==> src/rtl/cfgrb_pkg.sv <==
`timescale 1ns/1ps
// Shared constants and types for the serial configuration readback controller.
// Assumes: permission codes are fixed two-bit values decoded by cfgrb_permit.
package cfgrb_pkg;

    // Permission option codes
    localparam logic [1:0] PERM_NONE = 2'b00;
    localparam logic [1:0] PERM_ONCE = 2'b01;
    localparam logic [1:0] PERM_ANY  = 2'b10;
    localparam logic [1:0] PERM_RSVD = 2'b11;

    // Alignment pair sent ahead of each frame: bit 1 first (0), then bit 0 (1)
    localparam logic [1:0] SYNC_PAIR = 2'b01;

    // Number of high samples needed to re-arm a request
    localparam int ARM_EDGES = 2;

    typedef enum logic [1:0] {
        SEQ_IDLE   = 2'b00,
        SEQ_LEAD   = 2'b01,
        SEQ_STREAM = 2'b10
    } seq_state_e;

endpackage

==> src/rtl/cfgrb_req_detect.sv <==
`timescale 1ns/1ps
// Request pin front end: decides pin ownership (readback or global tri-state),
// arms on ARM_EDGES consecutive high samples and flags a launch when an armed
// pin is sampled low with the readback path open. Also raises a stop request
// whenever the pin is high or the path is closed.
// Assumes: rd_req_n is already synchronous to clk.
module cfgrb_req_detect
    import cfgrb_pkg::*;
(
    input  logic clk,
    input  logic rst_n,
    input  logic req_n,
    input  logic cfg_done,
    input  logic host_if_en,
    input  logic pin_sel,
    output logic start_req,
    output logic abort_req,
    output logic path_en,
    output logic gts_n
);

    localparam int CNT_W = $clog2(ARM_EDGES + 1);
    localparam logic [CNT_W-1:0] ARM_MAX = CNT_W'(ARM_EDGES);

    logic [CNT_W-1:0] high_cnt;
    logic             armed;

    // Purpose: count consecutive high samples of the pin, saturating at ARM_MAX
    always_ff @(posedge clk) begin
        if (!rst_n) begin
            high_cnt <= '0;
        end else if (req_n) begin
            if (high_cnt != ARM_MAX) begin
                high_cnt <= high_cnt + 1'b1;
            end
        end else begin
            high_cnt <= '0;
        end
    end

    // Purpose: derive pin ownership, launch and stop conditions
    always_comb begin
        path_en   = cfg_done && !host_if_en && !pin_sel;
        armed     = (high_cnt == ARM_MAX);
        start_req = armed && !req_n && path_en;
        abort_req = req_n || !path_en;
        gts_n     = (!cfg_done || pin_sel) ? req_n : 1'b1;
    end


    launch_after_high_chk: assert property (@(posedge clk) disable iff (!rst_n)
        start_req |-> ($past(req_n) && $past(req_n, 2)));


    gts_owner_chk: assert property (@(posedge clk) disable iff (!rst_n)
        (!cfg_done || pin_sel) |-> !start_req);

endmodule

==> src/rtl/cfgrb_permit.sv <==
`timescale 1ns/1ps
// Readback permission tracker: decodes the permission option and remembers
// whether the single allowed readback has been used.
// Assumes: consume pulses for one cycle per readback, on its first alignment bit.
module cfgrb_permit
    import cfgrb_pkg::*;
(
    input  logic       clk,
    input  logic       rst_n,
    input  logic [1:0] perm_opt,
    input  logic       consume,
    output logic       allow
);

    logic used_q;

    // Purpose: latch that a readback has been started since reset
    always_ff @(posedge clk) begin
        if (!rst_n) begin
            used_q <= 1'b0;
        end else if (consume) begin
            used_q <= 1'b1;
        end
    end

    // Purpose: decode the permission option into a launch allowance
    always_comb begin
        case (perm_opt)
            PERM_ONCE: allow = !used_q;
            PERM_ANY:  allow = 1'b1;
            PERM_NONE: allow = 1'b0;
            default:   allow = 1'b0;
        endcase
    end


    once_limit_chk: assert property (@(posedge clk) disable iff (!rst_n)
        (consume && perm_opt == PERM_ONCE) |=> (perm_opt != PERM_ONCE || !allow));

endmodule

==> src/rtl/cfgrb_frame_seq.sv <==
`timescale 1ns/1ps
// Frame sequencer: waits LATENCY edges after a launch, then for each frame
// issues one memory read, sends the 0/1 alignment pair and shifts the frame
// word out MSB first. Frames run back to back up to the last one; the output
// idles high.
// Assumes: LATENCY >= 2 and FRAME_W >= 2; memory data is valid the cycle after
// the edge that samples mem_rd_en.
module cfgrb_frame_seq
    import cfgrb_pkg::*;
#(
    parameter int FRAME_W    = 32,
    parameter int NUM_FRAMES = 6,
    parameter int LATENCY    = 4,
    parameter int ADDR_W     = 3
) (
    input  logic               clk,
    input  logic               rst_n,
    input  logic               start_req,
    input  logic               abort_req,
    input  logic               allow,
    input  logic [ADDR_W-1:0]  start_frame,
    input  logic [FRAME_W-1:0] mem_rd_data,
    output logic               mem_rd_en,
    output logic [ADDR_W-1:0]  mem_rd_addr,
    output logic               sdo,
    output logic               consume,
    output logic               busy
);

    localparam int BITS_PER_FRAME = FRAME_W + 2;
    localparam int IDX_W = $clog2(BITS_PER_FRAME + 1);
    localparam int LAT_W = (LATENCY > 2) ? $clog2(LATENCY) : 1;
    localparam logic [IDX_W-1:0]  IDX_PAIR_HI = IDX_W'(1);
    localparam logic [IDX_W-1:0]  IDX_FIRST   = IDX_W'(2);
    localparam logic [IDX_W-1:0]  IDX_END     = IDX_W'(BITS_PER_FRAME);
    localparam logic [LAT_W-1:0]  LAT_LAST    = LAT_W'(LATENCY - 1);
    localparam logic [ADDR_W-1:0] LAST_ADDR   = ADDR_W'(NUM_FRAMES - 1);

    seq_state_e         state_q;
    logic [LAT_W-1:0]   lat_cnt;
    logic [IDX_W-1:0]   bit_idx;
    logic [ADDR_W-1:0]  frame_q;
    logic [FRAME_W-1:0] shreg;
    logic               sdo_q;
    logic               rd_en_q;
    logic               launch;
    logic               lat_done;

    // Purpose: decode launch and end-of-lead-in conditions
    always_comb begin
        launch   = (state_q == SEQ_IDLE) && start_req && allow;
        lat_done = (state_q == SEQ_LEAD) && (lat_cnt == LAT_LAST);
        consume  = lat_done && !abort_req;
        busy     = (state_q != SEQ_IDLE);
    end

    // Purpose: run the lead-in, frame stepping and serial shifting
    always_ff @(posedge clk) begin
        if (!rst_n) begin
            state_q <= SEQ_IDLE;
            lat_cnt <= '0;
            bit_idx <= '0;
            frame_q <= '0;
            shreg   <= '0;
            sdo_q   <= 1'b1;
            rd_en_q <= 1'b0;
        end else begin
            rd_en_q <= 1'b0;
            if (abort_req) begin
                state_q <= SEQ_IDLE;
                sdo_q   <= 1'b1;
            end else begin
                case (state_q)
                    SEQ_IDLE: begin
                        sdo_q <= 1'b1;
                        if (launch) begin
                            state_q <= SEQ_LEAD;
                            lat_cnt <= '0;
                            frame_q <= start_frame;
                        end
                    end
                    SEQ_LEAD: begin
                        if (lat_done) begin
                            state_q <= SEQ_STREAM;
                            sdo_q   <= SYNC_PAIR[1];
                            rd_en_q <= 1'b1;
                            bit_idx <= IDX_PAIR_HI;
                        end else begin
                            lat_cnt <= lat_cnt + 1'b1;
                        end
                    end
                    SEQ_STREAM: begin
                        if (bit_idx == IDX_PAIR_HI) begin
                            sdo_q   <= SYNC_PAIR[0];
                            bit_idx <= IDX_FIRST;
                        end else if (bit_idx == IDX_FIRST) begin
                            sdo_q   <= mem_rd_data[FRAME_W-1];
                            shreg   <= {mem_rd_data[FRAME_W-2:0], 1'b0};
                            bit_idx <= bit_idx + 1'b1;
                        end else if (bit_idx == IDX_END) begin
                            if (frame_q >= LAST_ADDR) begin
                                state_q <= SEQ_IDLE;
                                sdo_q   <= 1'b1;
                            end else begin
                                frame_q <= frame_q + 1'b1;
                                sdo_q   <= SYNC_PAIR[1];
                                rd_en_q <= 1'b1;
                                bit_idx <= IDX_PAIR_HI;
                            end
                        end else begin
                            sdo_q   <= shreg[FRAME_W-1];
                            shreg   <= {shreg[FRAME_W-2:0], 1'b0};
                            bit_idx <= bit_idx + 1'b1;
                        end
                    end
                    default: begin
                        state_q <= SEQ_IDLE;
                        sdo_q   <= 1'b1;
                    end
                endcase
            end
        end
    end

    assign sdo         = sdo_q;
    assign mem_rd_en   = rd_en_q;
    assign mem_rd_addr = frame_q;


    rd_single_cycle_chk: assert property (@(posedge clk) disable iff (!rst_n)
        mem_rd_en |=> !mem_rd_en);


    rd_before_use_chk: assert property (@(posedge clk) disable iff (!rst_n)
        (state_q == SEQ_STREAM && bit_idx == IDX_FIRST) |-> $past(mem_rd_en));


    pair_order_chk: assert property (@(posedge clk) disable iff (!rst_n)
        (state_q == SEQ_STREAM && bit_idx == IDX_FIRST) |-> (sdo && !$past(sdo)));

endmodule

==> src/rtl/cfg_readback_ctrl.sv <==
`timescale 1ns/1ps
// Serial configuration readback controller (top). Connects the request pin
// front end, the permission tracker and the frame sequencer.
// Assumes: all inputs are synchronous to clk; the frame memory has one cycle
// of read latency.
module cfg_readback_ctrl
    import cfgrb_pkg::*;
#(
    parameter int FRAME_W    = 32,
    parameter int NUM_FRAMES = 6,
    parameter int LATENCY    = 4,
    parameter int ADDR_W     = $clog2(NUM_FRAMES)
) (
    input  logic               clk,
    input  logic               rst_n,
    input  logic               rd_req_n,
    input  logic               cfg_done,
    input  logic               host_if_en,
    input  logic [1:0]         perm_opt,
    input  logic               pin_sel,
    input  logic [ADDR_W-1:0]  start_frame,
    output logic               mem_rd_en,
    output logic [ADDR_W-1:0]  mem_rd_addr,
    input  logic [FRAME_W-1:0] mem_rd_data,
    output logic               sdo,
    output logic               gts_n
);

    logic start_req;
    logic abort_req;
    logic path_en;
    logic allow;
    logic consume;
    logic busy;

    cfgrb_req_detect u_req (
        .clk        (clk),
        .rst_n      (rst_n),
        .req_n      (rd_req_n),
        .cfg_done   (cfg_done),
        .host_if_en (host_if_en),
        .pin_sel    (pin_sel),
        .start_req  (start_req),
        .abort_req  (abort_req),
        .path_en    (path_en),
        .gts_n      (gts_n)
    );

    cfgrb_permit u_permit (
        .clk      (clk),
        .rst_n    (rst_n),
        .perm_opt (perm_opt),
        .consume  (consume),
        .allow    (allow)
    );

    cfgrb_frame_seq #(
        .FRAME_W    (FRAME_W),
        .NUM_FRAMES (NUM_FRAMES),
        .LATENCY    (LATENCY),
        .ADDR_W     (ADDR_W)
    ) u_seq (
        .clk         (clk),
        .rst_n       (rst_n),
        .start_req   (start_req),
        .abort_req   (abort_req),
        .allow       (allow),
        .start_frame (start_frame),
        .mem_rd_data (mem_rd_data),
        .mem_rd_en   (mem_rd_en),
        .mem_rd_addr (mem_rd_addr),
        .sdo         (sdo),
        .consume     (consume),
        .busy        (busy)
    );


    stop_on_high_chk: assert property (@(posedge clk) disable iff (!rst_n)
        rd_req_n |=> sdo);


    host_block_chk: assert property (@(posedge clk) disable iff (!rst_n)
        host_if_en |=> (sdo && !busy));


    gts_pre_cfg_chk: assert property (@(posedge clk) disable iff (!rst_n)
        !cfg_done |-> (gts_n == rd_req_n));


    prohibit_chk: assert property (@(posedge clk) disable iff (!rst_n)
        ((perm_opt == PERM_NONE || perm_opt == PERM_RSVD) && !busy) |=> !busy);


    reset_quiet_chk: assert property (@(posedge clk)
        !rst_n |=> (sdo && !mem_rd_en));


    path_closed_idle_chk: assert property (@(posedge clk) disable iff (!rst_n)
        !path_en |=> !busy);

endmodule

==> config.mk <==
export PLATFORM = sky130hd
export DESIGN_NAME = cfg_readback_ctrl
export DESIGN_NICKNAME = d
export VERILOG_FILES = /design/src/rtl/cfgrb_pkg.sv /design/src/rtl/cfgrb_req_detect.sv /design/src/rtl/cfgrb_permit.sv /design/src/rtl/cfgrb_frame_seq.sv /design/src/rtl/cfg_readback_ctrl.sv
export SDC_FILE = /design/constraint.sdc
export NUM_CORES = 1
export LEC_CHECK = 0
export BUFFER_PORTS_ARGS = -buffer_cell sky130_fd_sc_hd__buf_2
export CAP_MARGIN = 40
export CORE_MARGIN = 4
export CORE_UTILIZATION = 50
export DETAILED_ROUTE_END_ITERATION = 12
export GPL_TIMING_DRIVEN = 0
export PLACE_DENSITY = 0.73
export SKIP_LAST_GASP = 1
export SLEW_MARGIN = 40
export SYNTH_ARGS = -nofsm -noshare
export SYNTH_HDL_FRONTEND = slang
export SYNTH_SLANG_ARGS = --single-unit
==> constraint.sdc <==
create_clock -name clk -period 2.3 [get_ports clk]
set_clock_uncertainty 0.2 [all_clocks]
set_input_delay 0.46 -clock clk [delete_from_list [all_inputs] [get_ports clk]]
set_output_delay 0.46 -clock clk [all_outputs]
set_load 0.03 [all_outputs]
# Yosys cells after proc, flatten, opt, wreduce, memory -nomap -nowiden
# Cells that the tools add are included.
# op_classes
n_addsub	4
n_mux	38
n_eq_ne	20
bitwise	3
n_reduce_logical	28
order_cmp	1
# op_table
cell	n
$mux 32	2
$mux 6	5
$mux 2	8
$mux 3	5
$pmux 6 s2	1
$reduce_and 4->1	3
$mux 1	11
$ne 2x1->1 const B	5
$ne 2x2->1 const B	5
$eq 2x2->1 const B	4
$logic_and 1x1->1	8
$logic_not 1->1	7
$reduce_and 7->1	1
$add 6x1->6 const B	1
$eq 6x1->1 const B	1
$eq 6x2->1 const B	1
$eq 6x6->1 const B	1
$pmux 1 s2	3
$pmux 2 s3	1
$pmux 3 s2	1
$reduce_and 6->1	1
$reduce_bool 2->1	3
$ne 5x3->1 const B	1
$add 2x1->2 const B	2
9 further kinds	13
# word_totals
word_cells	103
out_inout_bits	6
register_bits	50

# Logic depth before layout (Yosys ltp)
# Gate-level depths: netlist (run 1).
# logic_depth
depth_word	8
mapped_depth	9

# Modules after synthesis
# From an unflattened synthesis (run 1), not the netlist that was laid out.
# unflattened
cells_unflattened	330
hier_area_um2	2775.2
# modules_own_cells
module	area_per_inst_um2	instances	seq_area_each_um2	cells_each
cfgrb_frame_seq	2568.7	1	920.9	306
cfgrb_req_detect	127.6	1	40.0	15
cfgrb_permit	78.8	1	20.0	9

# Worst setup path before layout (run 1)
# OpenSTA, ideal clock, no wires.
# synth_path
path_type	register to register
from	register u_seq.frame_q[1] (netlist: u_seq.mem_rd_addr[1])
to	register u_seq.frame_q[1] (netlist: u_seq.mem_rd_addr[1])
period_less_slack_ns	2.175
stages_incl_launch_ff	8
t_required_ns	2.034
arrival_ns	1.909
setup_slack_ns	0.125
path_buffers	0
cell_sequence	dfxtp_1 inv_1 ha_1 o21a_1 o31a_1 a211o_1 a211o_1 a21boi_2
# synth_via
elab_chain_len	6
word_cells_on_any_way	9
classes_between	1 x add/sub; 1 x order compare; 1 x eq/ne; 5 x mux; 1 x reduce/logical
# synth_rtl
element	line	text
start: declaration	cfgrb_frame_seq.sv:42	logic [ADDR_W-1:0] frame_q;
start signal: assignment	cfgrb_frame_seq.sv:79	frame_q <= start_frame;
start signal: assignment	cfgrb_frame_seq.sv:105	frame_q <= frame_q + 1'b1;
$add 3x1->3	cfgrb_frame_seq.sv:105	
$mux 3	cfgrb_frame_seq.sv:101	if (frame_q >= LAST_ADDR) begin
$mux 3	cfgrb_frame_seq.sv:100	end else if (bit_idx == IDX_END) begin
$mux 3	cfgrb_frame_seq.sv:96	end else if (bit_idx == IDX_FIRST) begin
$mux 3	cfgrb_frame_seq.sv:93	if (bit_idx == IDX_PAIR_HI) begin
$pmux 3 s2	cfgrb_frame_seq.sv:73	case (state_q)
# Several ways; a longest one is shown, not always the timed one. The select of a mux whose other input is x is not followed.
# A chain may end at the register's enable or synchronous reset.

# Final worst setup path (run 1)
# Same ends and word-level chain as after synthesis.

==> results.toml, run 1 <==
[power]
peakVddDrop_mv = 0.338
power_leakage_nw = 1.14
power.total_mw = 1.47
powerDensity_nw_per_um2 = 488

[worst_setup_path]
crit_path_start_kind = "flip-flop"
reg2reg_slack_ns = 0.15
crit_type = "reg -> reg"
rr_worst_depth = 7
critical_path_arrival_ns = 2.19
cp_max_fo = 6
critPathCaptureType = "flip-flop"
reg2reg_from = "u_seq.mem_rd_addr[1]"
worst_ep_required_time_ns = 2.34
r2r_end = "u_seq.mem_rd_addr[1]"

[routing]
routed_wl_mm = 5.84
wl_per_cell_um = 13.0
vias_per_cell = 5.59
firstDrtPassIters = 5
drt-initial-drc-count = 181
via_count = 2508
ant_nets = 0
drc = 0

[job]
max-cap-violations = 0

[placed_design]
placed_cell_area_um2 = 2890
post-dp-hpwl_mm = 4.16
port_buffers = 47
gp_congestion = 0.825

[timing]
rsz0062_at_grt = "false"
finalHoldViolations = 0
setup_viol = 0
post-route-period-util = 0.935
period_needed_ns = 2.15
timing.hold.ws_ns = 0.204
slew_violations = 0
max_slew_margin = 0.556
worstMarginPinSlew_ns = 0.661
maxClockFrequency_ghz = 0.465
setup-tns-final_ns = 0

[synthesis]
netlist_instances = 329
ys.flop_type = "dfxtp_1"
synth_top_cell_area_share = 0.382
avgSynthCellArea_um2 = 7.81
yosysSeqAreaShare = 0.382
ys_ff_latch = 49
syn_nets = 385
synth_cell_type_count = 42
synth_edf_count = 0
post-synth-top-area-cell = "dfxtp_1"
synth_common_cells = "73 x nand2_1, 49 x dfxtp_1, 38 x o21ai_0, 33 x a31oi_1, 18 x clkbuf_1"
netlist_area_um2 = 2570
yosysMostFrequentCell = "nand2_1"
ys_async_sr_fraction = 0
ys_warn_count = 0
synth.area.top_cells = "dfxtp_1 38%, nand2_1 11%, a31oi_1 8.0%"

[min_path]
hp-class = "in -> reg"
worst_hold_startpoint = "mem_rd_data[9]"
min_path_cells = 3
worst_hold_path.endpoint = "u_seq.shreg[10]"

[global_route]
grt_pass1_wl_mm = 10.1
antenna_found_initial = 0
grt_pass1_vias = 2308
grt_max_degree = 16
overflow = 0
grt_use_total = 0.195

[die]
pin_count = 49
die_h_um = 79.7
rows = 25
start_util = 0.530
die_w_um = 79.7
core_um2 = 4850
fp.dieArea_um2 = 6350

[final_layout]
drive_above_1_share = 0.202
nNetsFinal = 437
synthToLayoutAreaGrowth_pct = 16.9
final_area_um2 = 3000
n_antenna_cell = 0
fin_util = 0.619

[cts]
clkTransAtPathRegs_ns = 0.09
cts_tree = "yes"
cts_setup_buffers = 0
cts_buffer_depth = 2
cts.sinks = 49
ctsResizeCount = 4
cts-root-buf = "clkbuf_8"
ctsHtreeMaxLevel = 2
clock_latency_ns = 0.30
cts_made_buffers = 5
cts.hold.buffers_added = 0

[outcome]
status = "finished, final reports clean"
## metrics by stage
step                std cells  worst slack (ns)
floorplan                 329             0.125
global placement          443            -0.132
detailed placement        443            -0.160
CTS                       450            0.0748
global route              449           0.00589
finish                    449             0.150
## metal layers
metal  global-route usage  up-vias  routed length (µm)
li1                     -     1271                   -
met1                0.262     1157                2830
met2                0.316       74                2600
met4               0.0515        0                  61
met5                    0        -                   0
met3               0.0418        6                 350
## critical path, cell delays in order, from the launching register on
cell,delay [ns]
dfxtp_1,0.40
inv_1,0.06
ha_1,0.17
o21a_1,0.26
o31a_1,0.29
a211o_1,0.29
a211o_1,0.30
a21boi_2,0.13
## registers in the layout, indices dropped and copies added (netlist names)
register           cells
u_permit.used_q        1
u_req.high_cnt         2
u_seq.bit_idx          6
u_seq.lat_cnt          2
u_seq.mem_rd_addr      3
u_seq.mem_rd_en        1
u_seq.sdo              1
u_seq.shreg           31
u_seq.state_q          2
## how the worst max path moves through the flow
stage / from / end / slack [ns] / cells past startpoint
after floorplan: u_seq.mem_rd_addr[1] / u_seq.mem_rd_addr[1] / 0.13 / 7
after global placement: u_seq.bit_idx[0] / u_seq.shreg[6] / -0.13 / 8
after detailed placement: u_seq.bit_idx[0] / u_seq.shreg[25] / -0.16 / 8
after CTS: u_seq.state_q[0] / u_seq.shreg[21] / 0.07 / 8
after global routing: u_seq.bit_idx[3] / u_seq.shreg[25] / 0.006 / 7
final: u_seq.mem_rd_addr[1] / u_seq.mem_rd_addr[1] / 0.15 / 7
## where the power goes
| group | internal (mW) | switching (mW) |
|---|---|---|
| Clock | 0.244 | 0.292 |
| Combinational | 0.0392 | 0.0410 |
| Sequential | 0.849 | 0.00111 |
| Total | 1.13 | 0.334 |
## cells by family after synthesis
group	count (synthesis)	share of synthesized area
buf+inv	35	0.0546
xor+xnor	1	0.00341
fa+ha+maj	13	0.0633
compound gates	112	0.269
flops	49	0.382
simple gates	115	0.212
mux	4	0.0156
## cell type report
type                    instances  area [µm²]
clock inverters                 2        13.8
well taps                      67        83.8
multi-input cells             245        1470
inverters                      10        37.5
clock buffers                   6        82.6
fillers                       452        1850
plain buffers                  23        98.8
flip-flops and latches         49         981
repair buffers                 47         235
## cell usage in the layout (no fill, tap or decap), drive strengths merged, types with 2 or more instances in the layout
cell / n
dfxtp: 49
a32o: 4
nand2b: 3
nand3b: 3
inv: 10
nor3: 3
clkbuf: 22
a21oi: 12
and3b: 4
ha: 13
a31oi: 34
nor2b: 5
nand4: 2
o21ai: 44
and3: 3
or3: 2
mux2i: 4
clkinv: 2
nand3: 5
nor2: 9
nand2: 73
a211o: 3
buf: 54
a21boi: 3
o21a: 5
Note: power is estimated with default switching activity, not from simulation.
==> run 2: changes to the inputs <==
--- a/config.mk
+++ b/config.mk
@@ -7,6 +7,7 @@
 export LEC_CHECK = 0
 export BUFFER_PORTS_ARGS = -buffer_cell sky130_fd_sc_hd__buf_2
 export CAP_MARGIN = 40
+export CORE_ASPECT_RATIO = 1.2
 export CORE_MARGIN = 4
 export CORE_UTILIZATION = 50
 export DETAILED_ROUTE_END_ITERATION = 12
==> run 2 against run 1 <==
Final cell count fell by 1.6%. Combinational power fell by 0.9%. Critical path depth did not move. Sequential power barely moved. Sequential share of layout area fell by 0.095 points. Count of clock-buffer cells in the layout rose by 1. Die area barely moved. Hold slack improved by 0.0014 ns. Fmax fell by 1.6%. Non-clock buffer count did not move. Wire length fell by 2.2%.
==> results.toml, run 2 (synthesis gave the netlist of run 1 again) <==
[global_route]
antenna_found_initial = 0
overflow = 0
grt_max_degree = 15
grt_pass1_wl_mm = 9.41
grt_pass1_vias = 2192
grt_use_total = 0.182

[min_path]
hp-class = "in -> reg"
min_path_cells = 3
worst_hold_path.endpoint = "u_seq.shreg[24]"
worst_hold_startpoint = "mem_rd_data[23]"

[routing]
wl_per_cell_um = 12.9
firstDrtPassIters = 4
ant_nets = 0
routed_wl_mm = 5.71
drc = 0
vias_per_cell = 5.45
via_count = 2409
drt-initial-drc-count = 138

[die]
fp.dieArea_um2 = 6350
pin_count = 49
start_util = 0.520
die_w_um = 73.4
core_um2 = 4940
die_h_um = 86.5
rows = 28

[timing]
rsz0062_at_grt = "false"
setup_viol = 0
worstMarginPinSlew_ns = 0.682
setup-tns-final_ns = 0
finalHoldViolations = 0
post-route-period-util = 0.950
maxClockFrequency_ghz = 0.458
timing.hold.ws_ns = 0.206
period_needed_ns = 2.18
max_slew_margin = 0.542
slew_violations = 0

[power]
power.total_mw = 1.57
power_leakage_nw = 1.15
powerDensity_nw_per_um2 = 521
peakVddDrop_mv = 0.426

[worst_setup_path]
crit_type = "reg -> reg"
reg2reg_from = "u_seq.bit_idx[0]"
reg2reg_slack_ns = 0.12
r2r_end = "u_seq.mem_rd_addr[1]"
rr_worst_depth = 7
crit_path_start_kind = "flip-flop"
worst_ep_required_time_ns = 2.35
critical_path_arrival_ns = 2.23
cp_max_fo = 8
critPathCaptureType = "flip-flop"

[final_layout]
final_common_cell = "nand2_1"
nNetsFinal = 437
layout_common_cells = "73 x nand2_1, 54 x buf_2, 49 x dfxtp_1"
fin_util = 0.610
final_cells = 442
largest_register = "u_seq.shreg"
n_antenna_cell = 0
fillers = 488
synthToLayoutAreaGrowth_pct = 17.2
drive_above_1_share = 0.196
largest_reg_flops = 31

[cts]
clock_latency_ns = 0.30
cts-root-buf = "clkbuf_8"
cts_tree = "yes"
cts_buffer_depth = 2
cts.hold.buffers_added = 0
cts_made_buffers = 5
ctsHtreeMaxLevel = 2
cts_setup_buffers = 0
clkTransAtPathRegs_ns = 0.09
cts.sinks = 49

[placed_design]
port_buffers = 47
post-dp-hpwl_mm = 4.06
gp_congestion = 0.832
dp_cells = 436

[outcome]
status = "finished, final reports clean"

[job]
max-cap-violations = 0
[run 2: cell types whose count changed in the layout (fill, tap and decap cells not counted)]
cell / change
bufinv_16: +1
clkbuf_1: +1
clkinv_2: -1
clkinv_4: -1
ha_1: +1
ha_2: -1
[run 2: routing by layer]
layer	wire, µm	vias to the layer above	global-route usage
met2	2710	48	0.297
met5	0	-	0
met3	241	11	0.0336
li1	-	1266	-
met1	2660	1084	0.238
met4	104	0	0.0643
[run 2: timing repair]
action                                 4_1_cts  5_1_grt
gates resized for setup                      4        3
endpoints found under the hold margin        0        0
setup endpoints to repair                   30       35
[run 2: worst max-delay path, stage by stage (launching register included)]
cell      delay (ns)
dfxtp_1         0.36
inv_1           0.08
ha_1            0.31
nand2_1         0.13
o31a_1          0.33
a211o_1         0.29
a211o_1         0.30
a21boi_2        0.12
[run 2: cell type report]
class,instances,area (µm²),share of cell area
Multi-Input combinational cell,245,1470,0.487
Sequential cell,49,981,0.326
Timing Repair Buffer,47,235,0.0781
Buffer,23,98.8,0.0328
Clock buffer,7,86.3,0.0287
Tap cell,60,75.1,0.0249
Inverter,10,37.5,0.0125
Clock inverter,1,30.0,0.00997
[run 2: worst max path at each step]
stage | endpoint | slack [ns] | start | cells past startpoint
global placement | u_seq.shreg[10] | -0.11 | pin_sel | 7
floorplan | u_seq.mem_rd_addr[1] | 0.13 | u_seq.mem_rd_addr[1] | 7
finish | u_seq.mem_rd_addr[1] | 0.12 | u_seq.bit_idx[0] | 7
detailed placement | u_seq.shreg[30] | -0.15 | pin_sel | 7
CTS | u_seq.mem_rd_addr[1] | 0.03 | u_seq.bit_idx[0] | 8
global route | u_seq.mem_rd_addr[1] | 0.03 | u_seq.bit_idx[0] | 7
[run 2: per-stage QoR]
stage | setup WS, ns | area, µm²
finish | 0.115 | 3010
global route | 0.0280 | 3010
CTS | 0.0337 | 3000
detailed placement | -0.147 | 2880
global placement | -0.105 | 2880
floorplan | 0.125 | 2570
[run 2: where the power goes]
part / internal (mW) / switching (mW) / total (mW)
Combinational: 0.0392 / 0.0402 / 0.0795
Sequential: 0.849 / 0.00111 / 0.850
Clock: 0.355 / 0.286 / 0.640
